`src/rtl/dvp_cap_pkg.sv`:
```
package dvp_cap_pkg;
  typedef enum logic {
    PH_HIGH = 1'b0,
    PH_LOW  = 1'b1
  } byte_phase_e;

  function automatic int unsigned count_width(input int unsigned n);
    return $clog2(n + 1);
  endfunction
endpackage

```
`src/rtl/dvp_edge_pick.sv`:
```
module dvp_edge_pick #(
  parameter bit RISING = 1'b1
) (
  input  logic clk,
  input  logic rst_n,
  input  logic level,
  output logic hit
);
  logic prev;

  always_ff @(posedge clk or negedge rst_n) begin
    if (!rst_n) prev <= 1'b0;
    else        prev <= level;
  end

  generate
    if (RISING) begin : g_rise
      assign hit = level & ~prev;
    end else begin : g_fall
      assign hit = ~level & prev;
    end
  endgenerate
endmodule

```
`src/rtl/dvp_byte_pair.sv`:
```
module dvp_byte_pair
  import dvp_cap_pkg::*;
#(
  parameter int unsigned DATA_W = 8
) (
  input  logic                  clk,
  input  logic                  rst_n,
  input  logic                  take,
  input  logic [DATA_W-1:0]     din,
  output logic                  pair_done,
  output logic                  word_stb,
  output logic [2*DATA_W-1:0]   word
);
  byte_phase_e       phase;
  logic [DATA_W-1:0] upper;

  assign pair_done = take && (phase == PH_LOW);

  always_ff @(posedge clk or negedge rst_n) begin
    if (!rst_n) begin
      phase    <= PH_HIGH;
      upper    <= '0;
      word     <= '0;
      word_stb <= 1'b0;
    end else begin
      word_stb <= pair_done;
      if (take) begin
        if (phase == PH_HIGH) begin
          upper <= din;
          phase <= PH_LOW;
        end else begin
          word  <= {upper, din};
          phase <= PH_HIGH;
        end
      end else begin
        phase <= PH_HIGH;
      end
    end
  end
endmodule

```
`src/rtl/dvp_raster_cnt.sv`:
```
module dvp_raster_cnt #(
  parameter int unsigned H_ACTIVE = 1280,
  parameter int unsigned V_ACTIVE = 720,
  parameter int unsigned CNT_W    = 11,
  parameter int unsigned Y_W      = 10
) (
  input  logic             clk,
  input  logic             rst_n,
  input  logic             frame_restart,
  input  logic             line_close,
  input  logic             pair_done,
  output logic [CNT_W-1:0] px,
  output logic [Y_W-1:0]   py,
  output logic             sof,
  output logic             eol,
  output logic             err
);
  localparam logic [CNT_W-1:0] H_FULL = CNT_W'(H_ACTIVE);
  localparam logic [CNT_W-1:0] H_LAST = CNT_W'(H_ACTIVE - 1);
  localparam logic [Y_W-1:0]   V_FULL = Y_W'(V_ACTIVE);

  logic [CNT_W-1:0] col;
  logic [Y_W-1:0]   row;
  logic             overrun;
  logic             sof_pend;

  always_ff @(posedge clk or negedge rst_n) begin
    if (!rst_n) begin
      col      <= '0;
      row      <= '0;
      overrun  <= 1'b0;
      sof_pend <= 1'b0;
      px       <= '0;
      py       <= '0;
      sof      <= 1'b0;
      eol      <= 1'b0;
      err      <= 1'b0;
    end else begin
      err <= line_close && ((col != H_FULL) || overrun);
      if (pair_done) begin
        px       <= col;
        py       <= row;
        sof      <= sof_pend;
        eol      <= (col == H_LAST) && !overrun;
        sof_pend <= 1'b0;
        if (col == H_FULL) overrun <= 1'b1;
        else               col     <= col + 1'b1;
      end else begin
        sof <= 1'b0;
        eol <= 1'b0;
      end
      if (frame_restart) begin
        col      <= '0;
        row      <= '0;
        overrun  <= 1'b0;
        sof_pend <= 1'b1;
      end else if (line_close) begin
        col     <= '0;
        overrun <= 1'b0;
        if (row != V_FULL) row <= row + 1'b1;
      end
    end
  end
endmodule

```
`src/rtl/dvp_rgb565_capture.sv`:
```
module dvp_rgb565_capture
  import dvp_cap_pkg::*;
#(
  parameter int unsigned DATA_W   = 8,
  parameter int unsigned H_ACTIVE = 1280,
  parameter int unsigned V_ACTIVE = 720,
  localparam int unsigned CNT_W   = count_width(H_ACTIVE),
  localparam int unsigned Y_W     = count_width(V_ACTIVE)
) (
  input  logic                pix_clk,
  input  logic                rst_n,
  input  logic                enable,
  input  logic                cam_frame_sync,
  input  logic                cam_line_valid,
  input  logic [DATA_W-1:0]   cam_byte,
  output logic                pixel_valid,
  output logic [2*DATA_W-1:0] pixel_data,
  output logic [CNT_W-1:0]    pix_x,
  output logic [Y_W-1:0]      pix_y,
  output logic                frame_first,
  output logic                line_last,
  output logic                line_len_err
);
  logic fs_rise, lv_fall;
  logic armed, capture_on;
  logic take, pair_done;

  dvp_edge_pick #(.RISING(1'b1)) u_fs_edge (
    .clk(pix_clk), .rst_n(rst_n), .level(cam_frame_sync), .hit(fs_rise)
  );

  dvp_edge_pick #(.RISING(1'b0)) u_lv_edge (
    .clk(pix_clk), .rst_n(rst_n), .level(cam_line_valid), .hit(lv_fall)
  );

  always_ff @(posedge pix_clk or negedge rst_n) begin
    if (!rst_n) armed <= 1'b0;
    else        armed <= enable && (armed || fs_rise);
  end

  assign capture_on = armed && enable;
  assign take       = capture_on && cam_line_valid && !fs_rise;

  dvp_byte_pair #(.DATA_W(DATA_W)) u_pair (
    .clk      (pix_clk),
    .rst_n    (rst_n),
    .take     (take),
    .din      (cam_byte),
    .pair_done(pair_done),
    .word_stb (pixel_valid),
    .word     (pixel_data)
  );

  dvp_raster_cnt #(
    .H_ACTIVE(H_ACTIVE), .V_ACTIVE(V_ACTIVE), .CNT_W(CNT_W), .Y_W(Y_W)
  ) u_raster (
    .clk          (pix_clk),
    .rst_n        (rst_n),
    .frame_restart(enable && fs_rise),
    .line_close   (capture_on && lv_fall),
    .pair_done    (pair_done),
    .px           (pix_x),
    .py           (pix_y),
    .sof          (frame_first),
    .eol          (line_last),
    .err          (line_len_err)
  );
endmodule

```
`config.mk`:
```
export PLATFORM = sky130hd
export DESIGN_NAME = dvp_rgb565_capture
export DESIGN_NICKNAME = d
export VERILOG_FILES = /design/src/rtl/dvp_cap_pkg.sv /design/src/rtl/dvp_edge_pick.sv /design/src/rtl/dvp_byte_pair.sv /design/src/rtl/dvp_raster_cnt.sv /design/src/rtl/dvp_rgb565_capture.sv
export SDC_FILE = /design/constraint.sdc
export NUM_CORES = 1
export LEC_CHECK = 0
export BUFFER_PORTS_ARGS = -buffer_cell sky130_fd_sc_hd__buf_2
export CAP_MARGIN = 20
export CORE_MARGIN = 8
export CORE_UTILIZATION = 43
export DETAILED_ROUTE_END_ITERATION = 10
export GPL_TIMING_DRIVEN = 0
export PLACE_DENSITY = 0.75
export SYNTH_ARGS = -nofsm -noshare
export SYNTH_HDL_FRONTEND = slang
export SYNTH_SLANG_ARGS = --single-unit
```
`constraint.sdc`:
```
create_clock -name pix_clk -period 1.55 [get_ports pix_clk]
set_input_delay 0.155 -clock pix_clk [delete_from_list [all_inputs] [get_ports pix_clk]]
set_output_delay 0.155 -clock pix_clk [all_outputs]
set_load 0.05 [all_outputs]
```
; ---- Word level (Yosys, flattened, before mapping)
; Index checks and enable logic that the tools add are counted.
[classes]
n_reduce_logical = 23
n_eq_ne = 5
n_mux = 17
add_sub_neg = 2
n_bitwise = 5
[ops]
columns = op, n
row1 = 11-bit two-way mux, 4
row2 = 10-bit two-way mux, 3
row3 = "11-bit == test, second input constant", 2
row4 = "11-bit by 1-bit adder with 11-bit output, second input constant", 1
row5 = "11-bit != test, second input constant", 1
row6 = "10-bit by 1-bit adder with 10-bit output, second input constant", 1
row7 = 1-bit two-way mux, 10
row8 = "10-bit != test, second input constant", 1
row9 = 2-bit AND reduction, 5
row10 = 1-bit logical AND, 9
row11 = 2-bit nonzero test, 3
row12 = 3-bit nonzero test, 2
row13 = "3-bit by 1-bit != test with 1-bit output, second input constant", 1
row14 = 1-bit inverter, 3
row15 = 1-bit bitwise AND, 2
row16 = 1-bit zero test, 2
row17 = 1-bit logical OR, 2
[word_totals]
output_inout_bits = 41
inputBits = 13
ff_bits = 76

; ---- Depth between registers and ports, before layout
[logic_depth]
depth_word = 8
mapped_depth = 6
depth_no_buf = 6

; ---- Hierarchy
; Synthesis repeated with hierarchy kept, for this count alone.
[unflattened]
cells_unflattened = 252
hier_area_um2 = 3314.4
[by_module_without_submodules]
columns = mod, area_per_inst_um2, instances, cells_per_inst, seq_area_each_um2
row1 = dvp_raster_cnt, 2144.6, 1, 187, 1176.1
row2 = dvp_byte_pair, 1036.0, 1, 56, 650.6
row3 = dvp_edge_pick, 38.8, 2, 2, 25.0
row4 = dvp_rgb565_capture, 56.3, 1, 5, 25.0

; ---- Worst setup path before layout
; Ideal clock, no wire load.
[synth_path]
path_type = reg2reg
from = register u_raster.row[0]
to = register u_raster.row[2]
arrival_ps = 1486
path_buffers = 0
period_less_slack_ps = 1565
path_stages_with_launch = 7
path_slack_ps = -15
required_ps = 1472
cell_sequence = dfrtp_1 -> inv_1 -> ha_1 -> and4b_1 -> nand4_1 -> or3b_2 -> a21oi_1
[synth_between]
elab_chain_len = 4
word_cells_on_any_way = 7
cone_classes = add/sub (1) / eq/ne (1) / mux (3) / reduce/logical (2)
[synth_rtl]
columns = item, line_no
row1 = from (decl), dvp_raster_cnt.sv:23  ; logic [Y_W-1:0] row;
row2 = from (signal assigned), dvp_raster_cnt.sv:60  ; if (row != V_FULL) row <= row + 1'b1;
row3 = 10-bit by 1-bit adder with 10-bit output, dvp_raster_cnt.sv:60
row4 = 10-bit two-way mux, dvp_raster_cnt.sv:60
row5 = 10-bit two-way mux, dvp_raster_cnt.sv:57  ; end else if (line_close) begin
row6 = 10-bit two-way mux, dvp_raster_cnt.sv:52  ; if (frame_restart) begin
; Several ways; a longest one is shown, not always the timed one. The select of a mux whose other input is x is not followed.
; A chain may end at the register's enable or synchronous reset.

; ---- Worst setup path in the final report
; Ends and elaborated chain as after synthesis.

==> summary.txt <==
Clock tree
  – Reg clk slew, reported paths: 0.08 ns
  – CTS Buf Count: 9
  – Clock tree buffer depth: 2
  – Root buf cell: clkbuf_8
  – CTS tree: done
  – CTS H-tree depth: 3
  – Clock Latency Late Sink: 0.35 ns
  – CTS sink cnt: 76

Pwr
  – Peak VDD IR: 0.586 mV
  – Total chip power: 4.00 mW
  – PD cells: 932 mW/mm^2
  – P_leak: 2.09 nW

Final layout
  – Utilization after layout: 59.2%
  – Reg area: 0.00191 sq mm
  – Non-Filler Instances: 429
  – Final Cell Area: 0.00429 sq mm
  – P&R area growth vs syn: 33.3%
  – Multi-input logic area: 0.00148 sq mm
  – Fillers: 577
  – Final #Nets: 343
  – Layout cells sized above 1: 49.1%
  – Number of inserted diodes: 0

Route
  – DR vias/cell: 5.31
  – # DRC: 0
  – WL per Instance: 17.8 um
  – Routed Antenna Nets: 0
  – 1st-pass router iterations: 4
  – Via Count: 2280
  – DRT iter0 DRCs: 101
  – Total Routed Length: 7640 um

Hold path
  – Hold Crit Class: in2reg
  – WHS Path Cells: 2
  – Hold Path Sink: u_pair.word[1]$_DFFE_PN0P_
  – Hold path startpoint: cam_byte[1]

Global routing
  – First-pass GRT wire length: 11200 um
  – GRT Resource Usage Total: 13.9%
  – Pin count of the biggest net entering global routing: 52
  – Vias in the first global route: 2343
  – Initial antenna violation count: 0
  – Overflow after GRT: 0

Yosys
  – Synth Net Count: 266
  – Cells after synthesis: 249
  – Top cells by count, synth: dfrtp_1 (76), mux2_2 (46), nor2_1 (17)
  – Post-synthesis sequential area ratio: 59.1%
  – Adder-Cell Fraction of Synth Area: 1.55%
  – Most used DFF post-synth: dfrtp_1
  – Top-area cell type share of the netlist area: 59.1%
  – Post-Synth Simple-Gate Area: 13.1%
  – Synth area leader: dfrtp_1
  – Asr flop ratio synth: 100%
  – Synth Area in XOR/XNOR: 1.90%
  – Synth Area in Compound Gates: 5.36%
  – Syn Area/Cell: 12.9 sq um
  – Largest family of logic cells by synthesized area: multiplexers
  – Mux contribution to synthesized area: 17.0%
  – Synth cell types: 42
  – Ys Warns: 0
  – Post-synth EDFFs: 0
  – Area contributors post-synth: dfrtp_1 (59%), mux2_2 (16%), nor2_1 (2.0%), xnor2_1 (1.6%), ha_1 (1.6%)
  – Yosys reg bits: 76
  – Post-synthesis instance area: 0.00322 sq mm
  – Most frequent cell after synthesis: dfrtp_1

Die
  – Starting Density: 44.4%
  – Row count: 31
  – Die width: 103 um
  – DIE HEIGHT: 103 um
  – Core box area: 0.00725 sq mm
  – I/O Pins: 54
  – Die area: 0.0105 sq mm

Place
  – Dpl ws: -0.155 ns
  – PortBufs: 53
  – Dpl cells: 402
  – Gpl congestion: 0.791
  – Area of placed instances: 0.00364 sq mm
  – Post-DP HPWL: 4720 um

Flow run
  – Maxcap violations: 0

Critical path
  – Worst-case reg-to-reg path depth: 6
  – Critical path type: reg2reg
  – R2r startpoint: u_raster.row[0]$_DFFE_PN0P_
  – R2r setup slk: -0.01 ns
  – Worst-path fanout max: 3
  – Reg2reg end: u_raster.row[2]$_DFFE_PN0P_
  – Crit path DAT: 1.84 ns
  – WP data required: 1.83 ns
  – Startpoint Class: flop
  – Critical path capture point type: flop

STA
  – Fin. max-slew vios: 0
  – Fin. Hold Viols: 0
  – Setup violations, final: 1
  – Final critical-path setup slack: -0.0131 ns
  – RSZ-0062 raised after global routing: true
  – Worst clock skew: 0.00640 ns
  – Relative slew slack: 74.5%
  – Minimum hold slack: 0.0427 ns
  – Final min period: 1.56 ns
  – Max Freq: 0.640 GHz
  – Sum Neg Setup Slack: -0.0131 ns
  – Worst Tran Pin Value: 0.382 ns
  – Crit share post-route: 101%

Run status
  – Violated checks: negative setup slack
  – Status: complete, but fails checks
-- worst max-delay path by stage --
stage | endpoint | start | slack [ns] | cells after the start
6_report | u_raster.row[2]$_DFFE_PN0P_ | u_raster.row[0]$_DFFE_PN0P_ | -0.01 | 6
5_1_grt | u_raster.row[7]$_DFFE_PN0P_ | armed$_DFF_PN0_ | -0.06 | 4
4_1_cts | u_raster.row[8]$_DFFE_PN0P_ | u_fs_edge.prev$_DFF_PN0_ | -0.06 | 4
3_5_place_dp | u_raster.row[2]$_DFFE_PN0P_ | u_raster.row[0]$_DFFE_PN0P_ | -0.15 | 6
3_3_place_gp | u_raster.px[7]$_DFFE_PN0P_ | rst_n | -0.13 | 1
2_1_floorplan | u_raster.row[2]$_DFFE_PN0P_ | u_raster.row[0]$_DFFE_PN0P_ | 0.003 | 6
-- metal layers --
| layer | up-vias | wire length, um | track usage, % |
|---|---|---|---|
| met5 | - | 0 | 0 |
| met4 | 0 | 211 | 5.19 |
| met3 | 17 | 523 | 6.08 |
| met2 | 65 | 3630 | 21.5 |
| met1 | 1159 | 3270 | 16.8 |
| li1 | 1039 | - | - |
-- report_power, final --
part | leakage, nW | switching (mW) | internal, mW
registers | 1.02 | 0.0866 | 2.11
clock network | 0.0811 | 0.724 | 0.570
logic | 0.990 | 0.291 | 0.220
-- cells by family after synthesis --
logic type	after synthesis
compound gates	27
mux	49
buf+inv	13
flops	76
fa+ha+maj	4
xor+xnor	7
simple gates	73
-- final cells by class --
class | instances | area share (%)
flip-flops and latches | 76 | 44.5
plain buffers | 7 | 2.48
repair buffers | 66 | 11.2
well taps | 99 | 2.89
clock inverters | 6 | 0.991
clock buffers | 9 | 2.89
inverters | 6 | 0.525
multi-input cells | 160 | 34.5
-- critical path, cell delays in order, from the launching register on --
cell and delay, ns:
dfrtp_2 0.39, inv_2 0.03, ha_1 0.19, and4b_1 0.20, nand4_1 0.15, or3b_4 0.41, a21oi_2 0.13
-- registers in the layout (all words and copies together), names as in the netlist, 8 cells and up --
signal,flops
u_pair.word,16
u_raster.col,11
u_raster.px,11
u_raster.py,10
u_raster.row,10
u_pair.upper,8
-- placed cells by master, fill, tap and decap left out, drive strengths merged, types with 2 or more instances in the layout --
master        n
a21oi         8
dlygate4sd3   3
nand4         6
nor2b         2
clkinv        4
dfrtp        76
o21ai         8
inv           6
and2          5
nand2        13
a2111oi       3
or4           2
mux2i         3
or3           4
nand3         8
clkbuf       15
ha            4
clkinvlp      2
and4b         2
nor2         18
and3          2
nand2b        2
mux2         46
xnor2         6
a211oi        2
buf          64
and4          2
-- timing repair --
action / in CTS / in global routing
buffers inserted: 3 / 1
resized for setup: 24 / 62
gates cloned: 0 / 5
pin swaps: 0 / 6
setup endpoints to repair: 55 / 52
hold buffers: 3 / 0
endpoints found under the hold margin: 27 / 0
(Power assumes the default switching activity.)
